File: config.mk
export PLATFORM = sky130hd
export DESIGN_NAME = sio_irq_arbiter
export DESIGN_NICKNAME = d
export VERILOG_FILES = /design/src/rtl/sio_irq_pkg.sv /design/src/rtl/sio_irq_enreg.sv /design/src/rtl/sio_irq_flags.sv /design/src/rtl/sio_irq_prio.sv /design/src/rtl/sio_irq_arbiter.sv
export SDC_FILE = /design/constraint.sdc
export NUM_CORES = 1
export LEC_CHECK = 0
export ABC_AREA = 1
export BUFFER_PORTS_ARGS = -buffer_cell sky130_fd_sc_hd__buf_2
export CORE_AREA = 8 8 45 47
export CTS_BUF_LIST = sky130_fd_sc_hd__clkbuf_16
export DETAILED_ROUTE_END_ITERATION = 7
export DIE_AREA = 0 0 53 55
export PLACE_DENSITY_LB_ADDON = 0.2
export RECOVER_POWER = 25
export SYNTH_ARGS = -nofsm -noshare
export SYNTH_HDL_FRONTEND = slang
export SYNTH_SLANG_ARGS = --single-unit
File: constraint.sdc
create_clock -name clk -period 1.1 [get_ports clk]
set_clock_uncertainty 0.1 [all_clocks]
set_input_delay 0.22 -clock clk [delete_from_list [all_inputs] [get_ports clk]]
set_output_delay 0.22 -clock clk [all_outputs]
set_load 0.005 [all_outputs]
File: src/rtl/sio_irq_pkg.sv
package sio_irq_pkg;
  localparam int unsigned NSRC   = 4;
  localparam int unsigned IDX_RX = 0;
  localparam int unsigned IDX_TX = 1;
  localparam int unsigned IDX_LN = 2;
  localparam int unsigned IDX_MD = 3;

  localparam logic [3:0] CODE_LN   = 4'h6;
  localparam logic [3:0] CODE_RX   = 4'h4;
  localparam logic [3:0] CODE_TX   = 4'h2;
  localparam logic [3:0] CODE_MD   = 4'h0;
  localparam logic [3:0] CODE_NONE = 4'h1;
endpackage

File: src/rtl/sio_irq_enreg.sv
module sio_irq_enreg
  import sio_irq_pkg::*;
#(
  parameter int unsigned DATA_W = 8
) (
  input  logic              clk,
  input  logic              rst_n,
  input  logic              wr_i,
  input  logic [DATA_W-1:0] wdata_i,
  output logic [NSRC-1:0]   en_o
);
  logic [NSRC-1:0] en_q;
  logic [NSRC-1:0] en_d;

  always_comb begin
    en_d = en_q;
    if (wr_i) en_d = wdata_i[NSRC-1:0];
  end

  always_ff @(posedge clk or negedge rst_n) begin
    if (!rst_n)    en_q <= '0;
    else if (wr_i) en_q <= en_d;
  end

  assign en_o = en_q;

  AST_EN_LOW_BITS: assert property (@(posedge clk) disable iff (!rst_n)
    wr_i |=> en_q == NSRC'($past(wdata_i) & DATA_W'((1 << NSRC) - 1)));
endmodule

File: src/rtl/sio_irq_flags.sv
module sio_irq_flags
  import sio_irq_pkg::*;
(
  input  logic            clk,
  input  logic            rst_n,
  input  logic [NSRC-1:0] set_i,
  input  logic [NSRC-1:0] clr_i,
  input  logic            tx_ack_i,
  output logic [NSRC-1:0] pend_o
);
  logic [NSRC-1:0] pend_q;
  logic [NSRC-1:0] pend_d;
  logic [NSRC-1:0] clr_all;
  logic            upd;

  always_comb begin
    clr_all         = clr_i;
    clr_all[IDX_TX] = clr_i[IDX_TX] | tx_ack_i;
    pend_d          = (pend_q & ~clr_all) | set_i;
    upd             = (|set_i) | (|clr_all);
  end

  always_ff @(posedge clk or negedge rst_n) begin
    if (!rst_n)   pend_q <= '0;
    else if (upd) pend_q <= pend_d;
  end

  assign pend_o = pend_q;

  for (genvar g = 0; g < NSRC; g++) begin : g_chk
    AST_SET_WINS: assert property (@(posedge clk) disable iff (!rst_n)
      set_i[g] |=> pend_q[g]);
    AST_CLR_TAKES: assert property (@(posedge clk) disable iff (!rst_n)
      (clr_i[g] && !set_i[g]) |=> !pend_q[g]);
  end

  AST_TX_ACK_CLEARS: assert property (@(posedge clk) disable iff (!rst_n)
    (tx_ack_i && !set_i[IDX_TX]) |=> !pend_q[IDX_TX]);
endmodule

File: src/rtl/sio_irq_prio.sv
module sio_irq_prio
  import sio_irq_pkg::*;
(
  input  logic [NSRC-1:0] pend_i,
  input  logic [NSRC-1:0] en_i,
  output logic [NSRC-1:0] sel_o,
  output logic            active_o,
  output logic [3:0]      code_o
);
  logic [NSRC-1:0] live;

  always_comb begin
    live   = pend_i & en_i;
    sel_o  = '0;
    code_o = CODE_NONE;
    if (live[IDX_LN]) begin
      sel_o[IDX_LN] = 1'b1;
      code_o        = CODE_LN;
    end else if (live[IDX_RX]) begin
      sel_o[IDX_RX] = 1'b1;
      code_o        = CODE_RX;
    end else if (live[IDX_TX]) begin
      sel_o[IDX_TX] = 1'b1;
      code_o        = CODE_TX;
    end else if (live[IDX_MD]) begin
      sel_o[IDX_MD] = 1'b1;
      code_o        = CODE_MD;
    end
    active_o = |live;
  end

  always_comb begin
    AST_ONE_WINNER: assert ($onehot0(sel_o));
    AST_SEL_ENABLED: assert ((sel_o & ~en_i) == '0);
  end
endmodule

File: src/rtl/sio_irq_arbiter.sv
module sio_irq_arbiter
  import sio_irq_pkg::*;
#(
  parameter int unsigned DATA_W = 8
) (
  input  logic              clk,
  input  logic              rst_n,
  input  logic [3:0]        src_set,
  input  logic [3:0]        src_clr,
  input  logic              en_wr,
  input  logic [DATA_W-1:0] en_wdata,
  input  logic              id_rd,
  input  logic              out_gate,
  input  logic              fifo_on,
  output logic [3:0]        en_value,
  output logic [DATA_W-1:0] id_value,
  output logic              irq
);
  localparam int unsigned HI_W = 2;
  localparam int unsigned MID_W = DATA_W - HI_W - 4;

  logic [NSRC-1:0] en_q;
  logic [NSRC-1:0] pend;
  logic [NSRC-1:0] sel;
  logic            active;
  logic [3:0]      code;
  logic            tx_ack;

  sio_irq_enreg #(.DATA_W(DATA_W)) i_enreg (
    .clk(clk), .rst_n(rst_n), .wr_i(en_wr), .wdata_i(en_wdata), .en_o(en_q)
  );

  sio_irq_flags i_flags (
    .clk(clk), .rst_n(rst_n), .set_i(src_set), .clr_i(src_clr),
    .tx_ack_i(tx_ack), .pend_o(pend)
  );

  sio_irq_prio i_prio (
    .pend_i(pend), .en_i(en_q), .sel_o(sel), .active_o(active), .code_o(code)
  );

  assign tx_ack   = id_rd & sel[IDX_TX];
  assign en_value = en_q;
  assign irq      = active & out_gate;
  assign id_value = {{HI_W{fifo_on}}, {MID_W{1'b0}}, code};

  AST_IRQ_HAS_CODE: assert property (@(posedge clk) disable iff (!rst_n)
    irq |-> (id_value[0] == 1'b0));
  AST_IDLE_QUIET: assert property (@(posedge clk) disable iff (!rst_n)
    (id_value[3:0] == CODE_NONE) |-> !irq);
  AST_READ_KEEPS_TX: assert property (@(posedge clk) disable iff (!rst_n)
    (id_rd && pend[IDX_TX] && (id_value[3:0] != CODE_TX) && !src_clr[IDX_TX])
      |=> pend[IDX_TX]);
endmodule

Word level (Yosys, flattened, before mapping)
Cells that the tools add are included.
W data, S select, Z words.
{"block": "word_totals", "reg_bits": 8, "inputBits": 22, "wordCells": 21}
{"block": "op_classes", "n_mux": 8, "bitwise_logic": 8, "reduce_logical": 3}
{"cell": "$mux W4", "count": 3}
{"cell": "$reduce_or A4 Y1", "count": 3}
{"cell": "$and A4 B4 Y4", "count": 2}
{"cell": "$mux W1", "count": 4}
{"cell": "$not A4 Y4", "count": 1}
{"cell": "$or A4 B4 Y4", "count": 1}
{"cell": "$and A1 B1 Y1", "count": 2}
{"cell": "$mux W2", "count": 1}
{"cell": "$or A1 B1 Y1", "count": 2}

Logic depth before layout (Yosys ltp)
Gate-level depths: netlist of run 1.
{"block": "logic_depth", "depth_word": 9, "depth_mapped": 6, "depth_no_buf": 6}

Cells and area by module
A second synthesis of run 1 with hierarchy kept.
{"block": "hier_totals", "hier_cells": 60, "area_unflattened_um2": 446.7}
{"mod": "sio_irq_enreg", "n_inst": 1, "cells_each": 17, "area_each_um2": 148.9, "seq_area_each_um2": 100.1}
{"mod": "sio_irq_flags", "n_inst": 1, "cells_each": 14, "area_each_um2": 148.9, "seq_area_each_um2": 100.1}
{"mod": "sio_irq_prio", "n_inst": 1, "cells_each": 20, "area_each_um2": 100.1, "seq_area_each_um2": 0.0}
{"mod": "sio_irq_arbiter", "n_inst": 1, "cells_each": 9, "area_each_um2": 48.8, "seq_area_each_um2": 0.0}

Worst setup path after synthesis of run 1
OpenSTA, ideal clock, no wires.
{"block": "synth_path", "kind": "reg2out", "startpoint": "reg i_enreg.en_q[2], in the netlist i_enreg.en_o[2]", "endpoint": "out irq", "t_arrival_ps": 768, "required_time_ps": 780, "setup_slack_ps": 12, "stages_incl_launch_ff": 5, "n_path_buf": 0, "cell_sequence": "dfrtp_1 > nand2_2 > nand2_2 > nor2_1 > nor2_1"}
{"block": "synth_between", "elab_chain_cells": 3}
{"element": "start: declaration", "line_no": "sio_irq_enreg.sv:12", "source": "logic [NSRC-1:0] en_q;"}
{"element": "start signal: assignment", "line_no": "sio_irq_enreg.sv:22", "source": "else if (wr_i) en_q <= en_d;"}
{"element": "$and A4 B4 Y4", "line_no": "sio_irq_prio.sv:13", "source": "live = pend_i & en_i;"}
{"element": "$reduce_or A4 Y1", "line_no": "sio_irq_prio.sv:29", "source": "active_o = |live;"}
{"element": "$and A1 B1 Y1", "line_no": "sio_irq_arbiter.sv:44", "source": "assign irq = active & out_gate;"}
{"element": "end: declaration", "line_no": "sio_irq_arbiter.sv:17", "source": "output logic irq"}
No other way between the ends.

Worst setup path in the final report of run 1
{"block": "layout_path", "startpoint": "reg i_flags.pend_q[0], in the netlist i_flags.pend_o[0]", "endpoint": "out irq"}
{"block": "layout_between", "elab_chain_cells": 3}
{"element": "start: declaration", "line_no": "sio_irq_flags.sv:11", "source": "logic [NSRC-1:0] pend_q;"}
{"element": "start signal: assignment", "line_no": "sio_irq_flags.sv:25", "source": "else if (upd) pend_q <= pend_d;"}
{"element": "$and A4 B4 Y4", "line_no": "sio_irq_prio.sv:13"}
{"element": "$reduce_or A4 Y1", "line_no": "sio_irq_prio.sv:29"}
{"element": "$and A1 B1 Y1", "line_no": "sio_irq_arbiter.sv:44"}
No other way between the ends.

==> qor.yml, run 1 <==
hold_class: "input pin to register"
cp_common_cell: "nand2_2"
synth_edf_count: 0
antenna_left: 0
netlist_instances: 44
ys_seq_area_frac: 0.500
critical-path-top-delay-family: "flip-flops"
vias: 391
placed_cell_area_um2: 593
worst_skew_pair.late_latency_ns: 0.23
synth-seq-cells: 8
worst-path-buf-inv: 1
syn_area_um2: 400
clk_pin_slew_ns: 0.03
rows: 14
die_w_um: 53
cp_max_fo: 2
yosys.area.top_type: "dfrtp_1"
htree_levels: 1
critical_path_required_ns: 0.78
ios: 35
syn2layout_area_growth_pct: 90.9
arrival_ns: 1.03
synthTopCellsByArea: "dfrtp_1 (50%), buf_4 (9.4%), mux2_2 (8.4%)"
num_antenna_cells: 0
wl_met3_um: 118
setup_viol: 9
r2r_setup_slack_ns: -0.04
cts_sinks: 8
cts_tree: "done"
tns_ns: -1.33
power_density_nw_per_um2: 1560
synthArstFlopShare: 1.00
period_needed_ns: 1.35
gp_congestion: 0.640
path_cells: "nand2_2, nand2_2, nor2_2, nor2_1, buf_2"
drive_gt1_frac: 0.614
portBuffers: 24
drtPass1Iterations: 3
yosys_warnings: 0
max_freq_mhz: 741
met1_length_um: 392
drt_iter0_drc: 2
final-max-slew-violation-count: 0
start_kind: "register"
grt-ovfl-total: 0
ir_drop_uv: 1110
rsz0062_at_grt: "true"
die_area_um2: 2920
remaining_drc_errors: 0
wl_per_cell_um: 10.2
routed.top_layer: "met3"
cts-buffers-inserted: 3
wl_met2_um: 495
fin_nets: 107
grt_pass1_vias: 399
vias_per_cell: 3.95
cp_slowest_cell: "dfrtp_1"
finalHoldViolCount: 0
status: "complete, but fails checks"
ys_types: 12
grt_max_degree: 9
setup_ws_ns: -0.249
dp_slack_ns: -0.0482
drv_cap: 0
synth-main-ff-cell: "dfrtp_1"
cp-end-kind: "output pin"
yosys-top-cells-count: "dfrtp_1 (8), inv_1 (8), buf_4 (5), nand2_1 (5)"
die_h_um: 55
cts.path.max_buffers: 2
leakage_nw: 0.430
design_area_um2: 764
start_util: 0.289
critical_path_class: "register to output pin"
synth_top_area_share: 0.500
cts-root-buf: "clkbuf_16"
fin_crit_sh: 1.23
antenna_found_initial: 0
coreArea_um2: 1380
failed_checks: "negative setup slack"
drt-total-wl_mm: 1.01
gr-usage-all-layers: 0.0715
grt_pass1_wl_mm: 1.48
hpwlAfterDp_um: 783
syn_avg_cell_area_um2: 9.10
crit_path_max_incr_delay_ns: 0.38
[worst paths after layout]
path,to,cells past startpoint,start
max in group asynchronous,i_flags.pend_o[3],2,rst_n
min in group asynchronous,i_flags.pend_o[1],2,rst_n
worst min-delay path,i_flags.pend_o[2],2,src_clr[2]
worst min register to register,i_flags.pend_o[3],2,i_flags.pend_o[3]
worst max-delay path,irq,5,i_flags.pend_o[0]
worst max register to register,i_flags.pend_o[1],8,i_flags.pend_o[0]
[layout by cell type, fill, tap and decap left out]
master and instances:
buf_2 18, buf_4 9, buf_6 10, clkbuf_1 1, clkbuf_16 3, conb_1 3, dfrtp_1 8, dlygate4sd3_1 1
inv_1 8, inv_2 1, mux2_2 3, nand2_1 4, nand2_2 4, nand3_2 2, nor2_1 2, nor2_2 1
o21ai_0 1, o21ai_1 1, o21bai_1 3
[per-stage QoR]
stage,hold slack (ns),power (W),std cells,utilization
CTS,0.0629,0.00119,97,0.524
detailed placement,-0.0301,0.000535,92,0.429
finish,0.0670,0.00119,99,0.552
floorplan,-0.176,0.000418,46,-
global route,0.0689,0.00126,99,0.552
global placement,-0.0282,0.000532,92,0.429
[cell type report]
cell class | instances | area (µm²)
clock buffer | 3 | 75.1
fill | 134 | 619
inverter | 9 | 33.8
multi-input combinational | 24 | 151
sequential | 8 | 200
tap | 16 | 20.0
timing repair buffer | 39 | 284
[power breakdown]
part	total (W)	internal [W]	switching [W]
clock	0.000591	0.000467	0.000124
sequential	0.000335	0.000321	0.0000142
combinational	0.000267	0.000171	0.0000960
total	0.00119	0.000959	0.000234
[flip-flops by register name (all words and copies together), names as in the netlist]
register,count
i_flags.pend_o,4
i_enreg.en_o,4
[layer usage]
layer  global-route usage  vias up
li1                     -      206
met1               0.0665      166
met2                0.115       19
met3               0.0428        0
met4               0.0517        0
met5                    0        -
[cell families after synthesis]
family,share of synthesized area
AO/OA/AOI/OAI,0.0812
flip-flops,0.500
buffers and inverters,0.178
other,0.00937
AND/OR/NAND/NOR,0.147
multiplexers,0.0844
[what timing repair did]
action,in CTS,in global routing
pin swaps,4,3
gates resized for setup,9,6
setup buffers,2,2
hold endpoints to repair,8,0
hold buffers,1,0
endpoints found under the setup margin,8,9
Power figures use the tool's default switching activity.
==> inputs of run 2 (changes only) <==
--- a/config.mk
+++ b/config.mk
@@ -8,7 +8,6 @@
 export ABC_AREA = 1
 export BUFFER_PORTS_ARGS = -buffer_cell sky130_fd_sc_hd__buf_2
 export CORE_AREA = 8 8 45 47
-export CTS_BUF_LIST = sky130_fd_sc_hd__clkbuf_16
 export DETAILED_ROUTE_END_ITERATION = 7
 export DIE_AREA = 0 0 53 55
 export PLACE_DENSITY_LB_ADDON = 0.2
==> run 2 against run 1 <==
The flow still finishes with violations (negative setup slack). Sequential share of layout area increased by 3.4 points. Clock-buffer cell count unchanged. Final cell count decreased by 2.0%. Setup slack got worse by 0.0050 ns. Register-to-register slack improved by 0.07 ns. Maximum frequency decreased by 0.37%. Critical path depth unchanged. Combinational power decreased by 13%. Sequential power about the same. Critical endpoint unchanged. Largest power group is now registers. Highest routed layer unchanged.
==> qor.yml, run 2 (synthesis gave the netlist of run 1 again) <==
layout_commonest_cell: "buf_2"
design_area_um2: 676
leakage_nw: 0.387
drt-total-wl_um: 979
grt_pass1_vias: 374
comb_power_share: 0.299
path_cells: "nand2_2, o21ai_2, nor2_2, nor2_1, buf_2"
setup_ws_ns: -0.254
p_switching_w: 0.000188
final-max-slew-violation-count: 0
fill_cells: 147
fin_crit_sh: 1.23
power_density_nw_per_um2: 1150
rsz0062_at_grt: "true"
p_int_w: 0.000587
reg2reg_from: "i_enreg.en_o[2]"
rows: 14
period_needed_ns: 1.35
fin_nets: 105
cp_max_fo: 2
max_freq_mhz: 739
die_w_um: 53
hold_class: "input pin to register"
failed_checks: "negative setup slack"
drtPass1Iterations: 2
worstSetupPathDepth: 5
vias_per_cell: 3.95
grt-ovfl-total: 0
cp_slowest_cell: "dfrtp_1"
wl_per_cell_um: 10.1
cts_tree: "done"
die_area_um2: 2920
antenna_found_initial: 0
layout_common_cells: "buf_2 (20), buf_4 (9), dfrtp_1 (8)"
cts.path.max_buffers: 2
clk_pin_slew_ns: 0.05
drv_cap: 0
start_util: 0.289
htree_levels: 1
cp-end-kind: "output pin"
remaining_drc_errors: 0
dp.cells: 92
worst_r2r_path_depth: 7
p_seq_frac: 0.434
hpwlAfterDp_um: 783
finalHoldViolCount: 0
drt_iter0_drc: 1
endpoint: "irq"
num_antenna_cells: 0
pwr-share-clk: 0.267
critical_path_required_ns: 0.78
status: "complete, but fails checks"
worst-path-buf-inv: 1
crit_path_max_incr_delay_ns: 0.38
ios: 35
antenna_left: 0
p_total_w: 0.000775
critical-path-top-delay-family: "flip-flops"
cts_sinks: 8
worst_skew_pair.late_latency_ns: 0.24
startpoint: "i_enreg.en_o[1]"
gp_congestion: 0.640
grt_max_degree: 9
grt_pass1_wl_mm: 1.37
vias: 383
coreArea_um2: 1380
start_kind: "register"
cts-buffers-inserted: 3
final_cells: 97
r2r-end: "i_flags.pend_o[1]"
drive_gt1_frac: 0.617
hold_depth: 2
cts-root-buf: "clkbuf_4"
critical_path_class: "register to output pin"
ir_drop_uv: 641
arrival_ns: 1.03
placed_cell_area_um2: 593
portBuffers: 24
setup_viol: 8
r2r_setup_slack_ns: 0.03
gr-usage-all-layers: 0.0649
syn2layout_area_growth_pct: 68.8
die_h_um: 55
switching_share: 0.242
-- run 2: final cells by class --
type,count,area (µm²),area share
Tap cell,16,20.0,0.0296
Timing Repair Buffer,37,249,0.369
Inverter,9,33.8,0.0500
Sequential cell,8,200,0.296
Multi-Input combinational cell,24,150,0.222
Clock buffer,3,22.5,0.0333
-- run 2: worst min path at each step --
stage          startpoint                 to
5_1_grt        src_clr[0]  i_flags.pend_o[0]
4_1_cts        src_clr[2]  i_flags.pend_o[2]
6_report       src_clr[2]  i_flags.pend_o[2]
3_5_place_dp        rst_n  i_flags.pend_o[1]
3_3_place_gp        rst_n  i_flags.pend_o[1]
2_1_floorplan       rst_n    i_enreg.en_o[0]
-- run 2: metal layers --
layer | vias to the layer above | routed length, µm | GRT usage
li1 | 203 | - | -
met1 | 161 | 380 | 0.0666
met2 | 19 | 468 | 0.104
met3 | 0 | 129 | 0.0348
met4 | 0 | 0 | 0.0388
met5 | - | 0 | 0
-- run 2: repair_timing --
action | in CTS | in global routing
setup buffers | 2 | 2
gates resized for setup | 6 | 7
setup endpoints to repair | 8 | 10
pin swaps | 0 | 5
hold endpoints to repair | 8 | 0
hold buffers | 1 | 0
-- run 2: power by group through the flow --
stage	Clock [W]	Sequential, W	Combinational [W]
2_1_floorplan	0	0.000342	0.0000762
3_3_place_gp	0	0.000337	0.000195
3_5_place_dp	0	0.000338	0.000197
4_1_cts	0.000222	0.000333	0.000225
5_1_grt	0.000232	0.000340	0.000258
6_report	0.000207	0.000337	0.000232
-- run 2: metrics by stage --
step | hold WS [ns] | utilization | setup TNS (ns) | setup WS [ns]
final | 0.0493 | 0.488 | -1.29 | -0.254
after global routing | 0.0469 | 0.488 | -1.77 | -0.329
after CTS | 0.0408 | 0.474 | -1.52 | -0.286
after detailed placement | -0.0301 | 0.429 | -0.0655 | -0.0482
after global placement | -0.0282 | 0.429 | -0.0208 | -0.0208
after floorplan | -0.176 | - | 0 | 0.0124
